`src/rtl/tmr_pkg.sv`:
```
package tmr_pkg;

  typedef enum logic [2:0] {
    A_MODE = 3'd0,
    A_CMD  = 3'd1,
    A_RA   = 3'd2,
    A_RC   = 3'd3,
    A_IEN  = 3'd4,
    A_IDIS = 3'd5,
    A_MASK = 3'd6,
    A_STAT = 3'd7
  } reg_addr_e;

  localparam logic [2:0] SRC_SLOW = 3'd4;
  localparam logic [2:0] SRC_EXT  = 3'd5;

  localparam int ST_OVF   = 0;
  localparam int ST_RA    = 1;
  localparam int ST_RC    = 2;
  localparam int ST_CLKON = 7;

  localparam int MODE_W    = 5;
  localparam int MODE_AUTO = 3;
  localparam int MODE_STOP = 4;

  // log2 of the prescale ratio for source codes 0..3
  function automatic int div_log2(input int code);
    return 1 + 2 * code;
  endfunction

  // next count on an advancing tick
  function automatic logic [15:0] next_count(input logic [15:0] cur,
                                             input logic reload_now);
    return reload_now ? 16'd0 : cur + 16'd1;
  endfunction

endpackage

```
`src/rtl/tmr_edge_sync.sv`:
```
module tmr_edge_sync #(
  parameter int SYNC_N = 2
) (
  input  logic clk,
  input  logic rst_n,
  input  logic async_in,
  output logic rise
);
  logic [SYNC_N-1:0] sh_q;
  logic              prev_q;

  always_ff @(posedge clk or negedge rst_n) begin
    if (!rst_n) begin
      sh_q   <= '0;
      prev_q <= 1'b0;
    end else begin
      sh_q   <= {sh_q[SYNC_N-2:0], async_in};
      prev_q <= sh_q[SYNC_N-1];
    end
  end

  assign rise = sh_q[SYNC_N-1] & ~prev_q;

  // a detected edge lasts exactly one cycle
  assert_single_edge_R11: assert property (@(posedge clk) disable iff (!rst_n)
    rise |=> !rise) else $error("edge pulse longer than one cycle");

endmodule

```
`src/rtl/tmr_clksel.sv`:
```
module tmr_clksel
  import tmr_pkg::*;
#(
  parameter int PRE_W  = 7,
  parameter int SYNC_N = 2
) (
  input  logic       clk,
  input  logic       rst_n,
  input  logic       restart,
  input  logic [2:0] sel,
  input  logic       slow_in,
  input  logic       ext_in,
  output logic       tick
);
  localparam int N_DIV = 4;

  logic [PRE_W-1:0] pre_q;
  logic [N_DIV-1:0] div_tick;
  logic             slow_rise, ext_rise;

  always_ff @(posedge clk or negedge rst_n) begin
    if (!rst_n)       pre_q <= '0;
    else if (restart) pre_q <= '0;
    else              pre_q <= pre_q + 1'b1;
  end

  for (genvar g = 0; g < N_DIV; g++) begin : g_div
    localparam int LB = div_log2(g);
    assign div_tick[g] = &pre_q[LB-1:0];
  end

  tmr_edge_sync #(.SYNC_N(SYNC_N)) u_slow (
    .clk(clk), .rst_n(rst_n), .async_in(slow_in), .rise(slow_rise));
  tmr_edge_sync #(.SYNC_N(SYNC_N)) u_ext (
    .clk(clk), .rst_n(rst_n), .async_in(ext_in), .rise(ext_rise));

  always_comb begin
    if (sel[2] == 1'b0)       tick = div_tick[sel[1:0]];
    else if (sel == SRC_SLOW) tick = slow_rise;
    else if (sel == SRC_EXT)  tick = ext_rise;
    else                      tick = 1'b0;
  end

  // the divide-by-2 source never ticks on two cycles in a row
  assert_div2_gap_R10: assert property (@(posedge clk) disable iff (!rst_n)
    (sel == 3'd0 && tick && !restart) |=> !div_tick[0])
    else $error("divide-by-2 tick repeated");

  // unused codes never tick
  assert_no_src_R11: assert property (@(posedge clk) disable iff (!rst_n)
    (sel[2] && sel[1]) |-> !tick) else $error("tick on unused source");

endmodule

```
`src/rtl/tmr_count.sv`:
```
module tmr_count
  import tmr_pkg::*;
#(
  parameter int CNT_W = 16
) (
  input  logic             clk,
  input  logic             rst_n,
  input  logic             tick,
  input  logic             auto_rld,
  input  logic             stop_rc,
  input  logic [CNT_W-1:0] ra,
  input  logic [CNT_W-1:0] rc,
  input  logic             cmd_en,
  input  logic             cmd_dis,
  input  logic             cmd_trig,
  output logic [CNT_W-1:0] cnt,
  output logic             clken,
  output logic             ra_hit,
  output logic             rc_hit,
  output logic             ovf_hit,
  output logic             wave
);
  logic [CNT_W-1:0] cnt_q;
  logic             clken_q, wave_q, adv, reload_now;

  assign adv        = tick & clken_q;
  assign ra_hit     = adv && (cnt_q == ra);
  assign rc_hit     = adv && (cnt_q == rc);
  assign reload_now = auto_rld && rc_hit;
  assign ovf_hit    = adv && (&cnt_q) && !reload_now;

  always_ff @(posedge clk or negedge rst_n) begin
    if (!rst_n)        cnt_q <= '0;
    else if (cmd_trig) cnt_q <= '0;
    else if (adv)      cnt_q <= CNT_W'(next_count(16'(cnt_q), reload_now));
  end

  always_ff @(posedge clk or negedge rst_n) begin
    if (!rst_n)                  clken_q <= 1'b0;
    else if (cmd_dis)            clken_q <= 1'b0;
    else if (cmd_en)             clken_q <= 1'b1;
    else if (stop_rc && rc_hit)  clken_q <= 1'b0;
  end

  always_ff @(posedge clk or negedge rst_n) begin
    if (!rst_n)      wave_q <= 1'b0;
    else if (rc_hit) wave_q <= 1'b0;
    else if (ra_hit) wave_q <= 1'b1;
  end

  assign cnt   = cnt_q;
  assign clken = clken_q;
  assign wave  = wave_q;

  // wrap lands on zero
  assert_wrap_zero_R1: assert property (@(posedge clk) disable iff (!rst_n)
    (ovf_hit && !cmd_trig) |=> (cnt_q == '0)) else $error("wrap not to zero");
  // auto-reload returns to zero on RC
  assert_auto_zero_R2: assert property (@(posedge clk) disable iff (!rst_n)
    (rc_hit && auto_rld && !cmd_trig) |=> (cnt_q == '0)) else $error("no reload");
  // one-shot stops the clock
  assert_oneshot_stop_R3: assert property (@(posedge clk) disable iff (!rst_n)
    (rc_hit && stop_rc && !cmd_en) |=> !clken_q) else $error("one-shot kept running");
  // trigger clears the count
  assert_trig_zero_R4: assert property (@(posedge clk) disable iff (!rst_n)
    cmd_trig |=> (cnt_q == '0)) else $error("trigger did not restart");
  // disable wins and holds the count
  assert_dis_wins_R5: assert property (@(posedge clk) disable iff (!rst_n)
    cmd_dis |=> !clken_q) else $error("disable lost");
  assert_hold_R5: assert property (@(posedge clk) disable iff (!rst_n)
    (!clken_q && !cmd_trig) |=> $stable(cnt_q)) else $error("count moved while off");
  // waveform set and clear
  assert_wave_set_R6: assert property (@(posedge clk) disable iff (!rst_n)
    (ra_hit && !rc_hit) |=> wave_q) else $error("output not set on RA");
  assert_wave_clr_R6: assert property (@(posedge clk) disable iff (!rst_n)
    rc_hit |=> !wave_q) else $error("output not cleared on RC");

endmodule

```
`src/rtl/tmr_irq.sv`:
```
module tmr_irq
  import tmr_pkg::*;
(
  input  logic       clk,
  input  logic       rst_n,
  input  logic [2:0] ev,
  input  logic       rd_clr,
  input  logic       ien_wr,
  input  logic       idis_wr,
  input  logic [7:0] wmask,
  input  logic       clken,
  output logic [7:0] status,
  output logic [7:0] mask,
  output logic       irq
);
  logic [2:0] flags_q;
  logic [7:0] mask_q;

  always_ff @(posedge clk or negedge rst_n) begin
    if (!rst_n) flags_q <= '0;
    else        flags_q <= (rd_clr ? 3'b000 : flags_q) | ev;
  end

  always_ff @(posedge clk or negedge rst_n) begin
    if (!rst_n)       mask_q <= '0;
    else if (ien_wr)  mask_q <= mask_q | wmask;
    else if (idis_wr) mask_q <= mask_q & ~wmask;
  end

  assign status = {clken, 4'b0000, flags_q};
  assign mask   = mask_q;
  assign irq    = |(flags_q & mask_q[2:0]);

  // clearing with all ones empties the mask
  assert_mask_clear_R7: assert property (@(posedge clk) disable iff (!rst_n)
    (idis_wr && !ien_wr && wmask == 8'hFF) |=> (mask_q == 8'h00))
    else $error("mask not cleared");
  // an enabled RC event raises the line
  assert_irq_rc_R8: assert property (@(posedge clk) disable iff (!rst_n)
    (ev[ST_RC] && mask_q[ST_RC] && !idis_wr) |=> irq) else $error("irq missing");
  // read clears flags when nothing new arrives
  assert_rd_clear_R9: assert property (@(posedge clk) disable iff (!rst_n)
    (rd_clr && ev == 3'b000) |=> (flags_q == 3'b000)) else $error("flags not cleared");

endmodule

```
`src/rtl/tmr_chan.sv`:
```
module tmr_chan
  import tmr_pkg::*;
#(
  parameter int CNT_W  = 16,
  parameter int PRE_W  = 7,
  parameter int SYNC_N = 2
) (
  input  logic             clk,
  input  logic             rst_n,
  input  logic             slow_clk,
  input  logic             ext_clk,
  input  logic             wr_en,
  input  logic             rd_en,
  input  logic [2:0]       addr,
  input  logic [CNT_W-1:0] wdata,
  output logic [CNT_W-1:0] rdata,
  output logic             irq,
  output logic             tmr_out
);
  logic [MODE_W-1:0] mode_q;
  logic [CNT_W-1:0]  ra_q, rc_q, cnt;
  logic cmd_wr, cmd_en, cmd_dis, cmd_trig, tick, clken;
  logic ra_hit, rc_hit, ovf_hit;
  logic [7:0] status, mask;

  assign cmd_wr   = wr_en && (addr == A_CMD);
  assign cmd_en   = cmd_wr && wdata[0];
  assign cmd_dis  = cmd_wr && wdata[1];
  assign cmd_trig = cmd_wr && wdata[2];

  always_ff @(posedge clk or negedge rst_n) begin
    if (!rst_n) begin
      mode_q <= '0;
      ra_q   <= '0;
      rc_q   <= '0;
    end else if (wr_en) begin
      if (addr == A_MODE) mode_q <= wdata[MODE_W-1:0];
      if (addr == A_RA)   ra_q   <= wdata;
      if (addr == A_RC)   rc_q   <= wdata;
    end
  end

  tmr_clksel #(.PRE_W(PRE_W), .SYNC_N(SYNC_N)) u_src (
    .clk(clk), .rst_n(rst_n), .restart(cmd_trig), .sel(mode_q[2:0]),
    .slow_in(slow_clk), .ext_in(ext_clk), .tick(tick));

  tmr_count #(.CNT_W(CNT_W)) u_cnt (
    .clk(clk), .rst_n(rst_n), .tick(tick),
    .auto_rld(mode_q[MODE_AUTO]), .stop_rc(mode_q[MODE_STOP]),
    .ra(ra_q), .rc(rc_q),
    .cmd_en(cmd_en), .cmd_dis(cmd_dis), .cmd_trig(cmd_trig),
    .cnt(cnt), .clken(clken), .ra_hit(ra_hit), .rc_hit(rc_hit),
    .ovf_hit(ovf_hit), .wave(tmr_out));

  tmr_irq u_irq (
    .clk(clk), .rst_n(rst_n), .ev({rc_hit, ra_hit, ovf_hit}),
    .rd_clr(rd_en && (addr == A_STAT)),
    .ien_wr(wr_en && (addr == A_IEN)), .idis_wr(wr_en && (addr == A_IDIS)),
    .wmask(wdata[7:0]), .clken(clken),
    .status(status), .mask(mask), .irq(irq));

  always_comb begin
    case (reg_addr_e'(addr))
      A_MODE:  rdata = CNT_W'(mode_q);
      A_CMD:   rdata = cnt;
      A_RA:    rdata = ra_q;
      A_RC:    rdata = rc_q;
      A_MASK:  rdata = CNT_W'(mask);
      A_STAT:  rdata = CNT_W'(status);
      default: rdata = '0;
    endcase
  end

  // count register reads back zero after a trigger
  assert_cmd_count_R12: assert property (@(posedge clk) disable iff (!rst_n)
    cmd_trig |=> (cnt == '0)) else $error("count read path stale");

endmodule

```
`config.mk`:
```
export PLATFORM = sky130hd
export DESIGN_NAME = tmr_chan
export DESIGN_NICKNAME = d
export VERILOG_FILES = /design/src/rtl/tmr_pkg.sv /design/src/rtl/tmr_edge_sync.sv /design/src/rtl/tmr_clksel.sv /design/src/rtl/tmr_count.sv /design/src/rtl/tmr_irq.sv /design/src/rtl/tmr_chan.sv
export SDC_FILE = /design/constraint.sdc
export NUM_CORES = 1
export LEC_CHECK = 0
export ABC_AREA = 1
export ABC_CLOCK_PERIOD_IN_PS = 4700
export BUFFER_PORTS_ARGS = -buffer_cell sky130_fd_sc_hd__buf_2
export CAP_MARGIN = 20
export CORE_ASPECT_RATIO = 1.25
export CORE_MARGIN = 1
export CORE_UTILIZATION = 60
export DETAILED_ROUTE_END_ITERATION = 7
export PLACE_DENSITY = 0.79
export RECOVER_POWER = 50
export SYNTH_ARGS = -nofsm -noshare
export SYNTH_HDL_FRONTEND = slang
export SYNTH_HIERARCHICAL = 1
export SYNTH_SLANG_ARGS = --single-unit
```
`constraint.sdc`:
```
create_clock -name clk -period 4.7 [get_ports clk]
set_clock_uncertainty 0.2 [all_clocks]
set_input_delay 0.47 -clock clk [delete_from_list [all_inputs] [get_ports clk]]
set_output_delay 0.47 -clock clk [all_outputs]
set_load 0.1 [all_outputs]
```
==> results.tsv <==
metric	value	unit
rr_worst_depth	17	
p_int	1.284	mW
first_pass_iters	7	
initial_core_util	62.96	%
synthDistinctLibCells	38	
end_kind	flip-flop	
drv_cap	1	
clkTransAtPathRegs	0.08	ns
wl_met1	5559	um
required	4.74	ns
startpoint_type	input pin	
synth-main-ff-cell	dfrtp_1	
die-area	8738	um2
power_switching	0.8829	mW
tightest_slew	1.804	ns
switching_share	40.74	%
ir_worst_vdd	248.6	uV
max_freq	0.2982	GHz
gp_congestion	0.9299	
ant_nets	0	
dr.max_layer_used	met4	
core-area	7973	um2
finalCritPeriodShare	71.36	%
cts_tree	built	
multi_input_area	2512	um2
fin_util	67.83	%
outcome	finished with violations	
rows	36	
grt_pass1_wl	22590	um
holdPathStages	1	
p_per_area	400.7	nW/um2
rsz0062_at_grt	no	
postCtsResizedCells	0	
wl_met3	635	um
drt_iter0_drc	415	
fin_crit	3.354	ns
antenna_found_initial	0	
syn_area	5020	um2
wirelength	13400	um
dp_hpwl	9995	um
finalSetupViolations	0	
wl_per_cell	15.73	um
leakagePower	2.759	nW
nets	781	
reg2reg_to	u_cnt/cnt[13]	
synth-edff-count	0	
ys_seq_area_share	39.38	%
violations	DRC, capacitance limit, slew limit	
netlist_instances	721	
reg2reg_from	u_src/pre_q[0]	
critPathKind	input pin to flip-flop	
die_height	104.3	um
io_pins	43	
hp-start	slow_clk	
cp_max_fo	23	
drv_slew	75	
viasPerCell	5.601	
finalHoldViolCount	0	
relSlewSlack	-20.24	%
ys_seq_elements	79	
cts_buffers	9	
worstPathArrival	3.40	ns
grt_max_degree	80	
grt_pass1_vias	4660	
drive_above_1_share	14.80	%
hold_path_end	u_src/u_slow/sh_q[0]	
io_buffer_count	42	
rrSetupSlack	1.87	ns
overflow	0	
pre_cts_slack	1.264	ns
cts-root-buf	clkbuf_8	
pwr-share-comb	31.4	%
syn_avg_cell_area	6.962	um2
cts_htree_levels	3	
power_frac_seq	43.9	%
regArea	1977	um2
die_w	83.81	um
timing.final.ws_setup	1.346	ns
cts_sinks	79	
hp-class	input pin to flip-flop	
num_vias	4772	
synth-async-reset-ratio	100.0	%
diodes	0	
setup_tns	0	ns
cts_buffer_depth	2	
placedCellCount	834	
ys.warnings.count	6	
areaGrowthSynthToFinish	7.727	%
n_fill_cell	720	
clk_latency	0.36	ns
power.share.clock	24.7	%
stdcell_count	852	
wl_met2	6669	um
drc	5	
track_usage	33.09	%
stage by stage:
step,cell area (um2),total power [mW],hold WS [ns]
4_1_cts,5405,2.167,0.003451
2_1_floorplan,5031,1.459,-0.02559
3_5_place_dp,5196,1.634,0.1412
3_3_place_gp,5196,1.611,0.1342
6_report,5408,2.167,0.009607
5_1_grt,5408,2.299,0.003753
how the worst max path moves through the flow:
stage,cells past startpoint,start,to
floorplan,4,addr[0],rdata[10]
global placement,14,addr[1],u_cnt/cnt[11]
detailed placement,14,addr[1],u_cnt/cnt[11]
CTS,14,addr[1],u_cnt/cnt[11]
global route,14,addr[1],u_cnt/cnt[11]
finish,14,addr[1],u_cnt/cnt[11]
critical path, stage by stage:
cell and delay, ns:
clkbuf_1 0.36, inv_2 0.20, nand2_1 0.09, nor2_2 0.49
nand2_1 0.19, nor2_1 0.43, inv_1 0.20, nand2_1 0.28
nand2_2 0.13, nor2_4 0.14, nand2_2 0.08, nor2_2 0.12
xor2_1 0.16, nor2_1 0.05
what timing repair did:
action,in CTS,in global routing
buffers inserted,0,0
endpoints found under the hold margin,0,5
hold buffers,0,1
layout by cell type (no fill, tap or decap), drive strengths merged:
master       Yosys  layout
nand2          234     234
nor2           105     105
inv             96      96
dfrtp           79      79
nand3           42      42
buf             22      41
nand4           33      33
o21ai           31      31
clkbuf           6      15
xor2            11      11
nor3            10      10
xnor2           10      10
a21oi            8       8
o211ai           8       8
or2              5       5
ha               4       4
conb             1       4
nor4             3       3
o21bai           3       3
clkinvlp         0       2
nand3b           2       2
o2111ai          2       2
bufinv           0       1
clkinv           0       1
dlygate4sd3      0       1
a31oi            1       1
and2             1       1
a31o             1       1
o31ai            1       1
o22ai            1       1
and3             1       1
area by class of cell:
cell class,instances,share of cell area (%)
timing repair buffer,45,4.257
inverter,96,6.664
sequential,79,36.56
clock inverter,4,0.9949
tap,95,2.198
clock buffer,12,2.869
multi-input combinational,521,46.46
cells in the mapped netlist (3+ instances only):
| cell type | number | area [um2] |
|---|---|---|
| nand4_1 | 31 | 193.9 |
| nor4_1 | 3 | 18.77 |
| clkbuf_1 | 5 | 18.77 |
| a21oi_1 | 8 | 40.04 |
| nor3_1 | 10 | 50.05 |
| or2_2 | 5 | 31.28 |
| nor2_1 | 81 | 304.0 |
| buf_2 | 11 | 55.05 |
| o21ai_0 | 13 | 65.06 |
| nand2_2 | 8 | 50.05 |
| nand3_2 | 3 | 30.03 |
| inv_1 | 83 | 311.6 |
| o21bai_1 | 3 | 22.52 |
| o21ai_1 | 18 | 90.09 |
| nand2_1 | 225 | 844.6 |
| o211ai_1 | 8 | 60.06 |
| xnor2_1 | 10 | 87.58 |
| inv_2 | 13 | 48.80 |
| buf_4 | 10 | 75.07 |
| nor2_4 | 3 | 33.78 |
| dfrtp_1 | 79 | 1977 |
| xor2_1 | 11 | 96.34 |
| ha_1 | 4 | 50.05 |
| nand3_1 | 39 | 195.2 |
| nor2_2 | 21 | 131.4 |
routing by layer:
layer  GRT usage (%)  vias to the layer above
met5               0                        -
met4           19.33                        0
met3           4.603                       39
met2           56.26                      179
met1           39.81                     2234
li1                -                     2320
cell families (layout without fill, tap and decap cells):
kind of cell | after synthesis | after routing | synth area share, %
flip-flops | 79 | 79 | 39.38
adder cells (fa/ha/maj) | 4 | 4 | 0.9970
XOR/XNOR | 21 | 21 | 3.664
AND/OR/NAND/NOR | 436 | 436 | 38.78
buffers and inverters | 124 | 157 | 10.64
AO/OA/AOI/OAI | 56 | 56 | 6.456
other | 1 | 4 | 0.07470
power by group through the flow:
stage | Combinational (mW) | Clock, mW | Sequential [mW]
2_1_floorplan | 0.536 | 0 | 0.923
3_3_place_gp | 0.654 | 0 | 0.957
3_5_place_dp | 0.671 | 0 | 0.963
4_1_cts | 0.676 | 0.539 | 0.951
5_1_grt | 0.760 | 0.570 | 0.969
6_report | 0.680 | 0.535 | 0.952
Note: power is estimated with default switching activity, not from simulation.
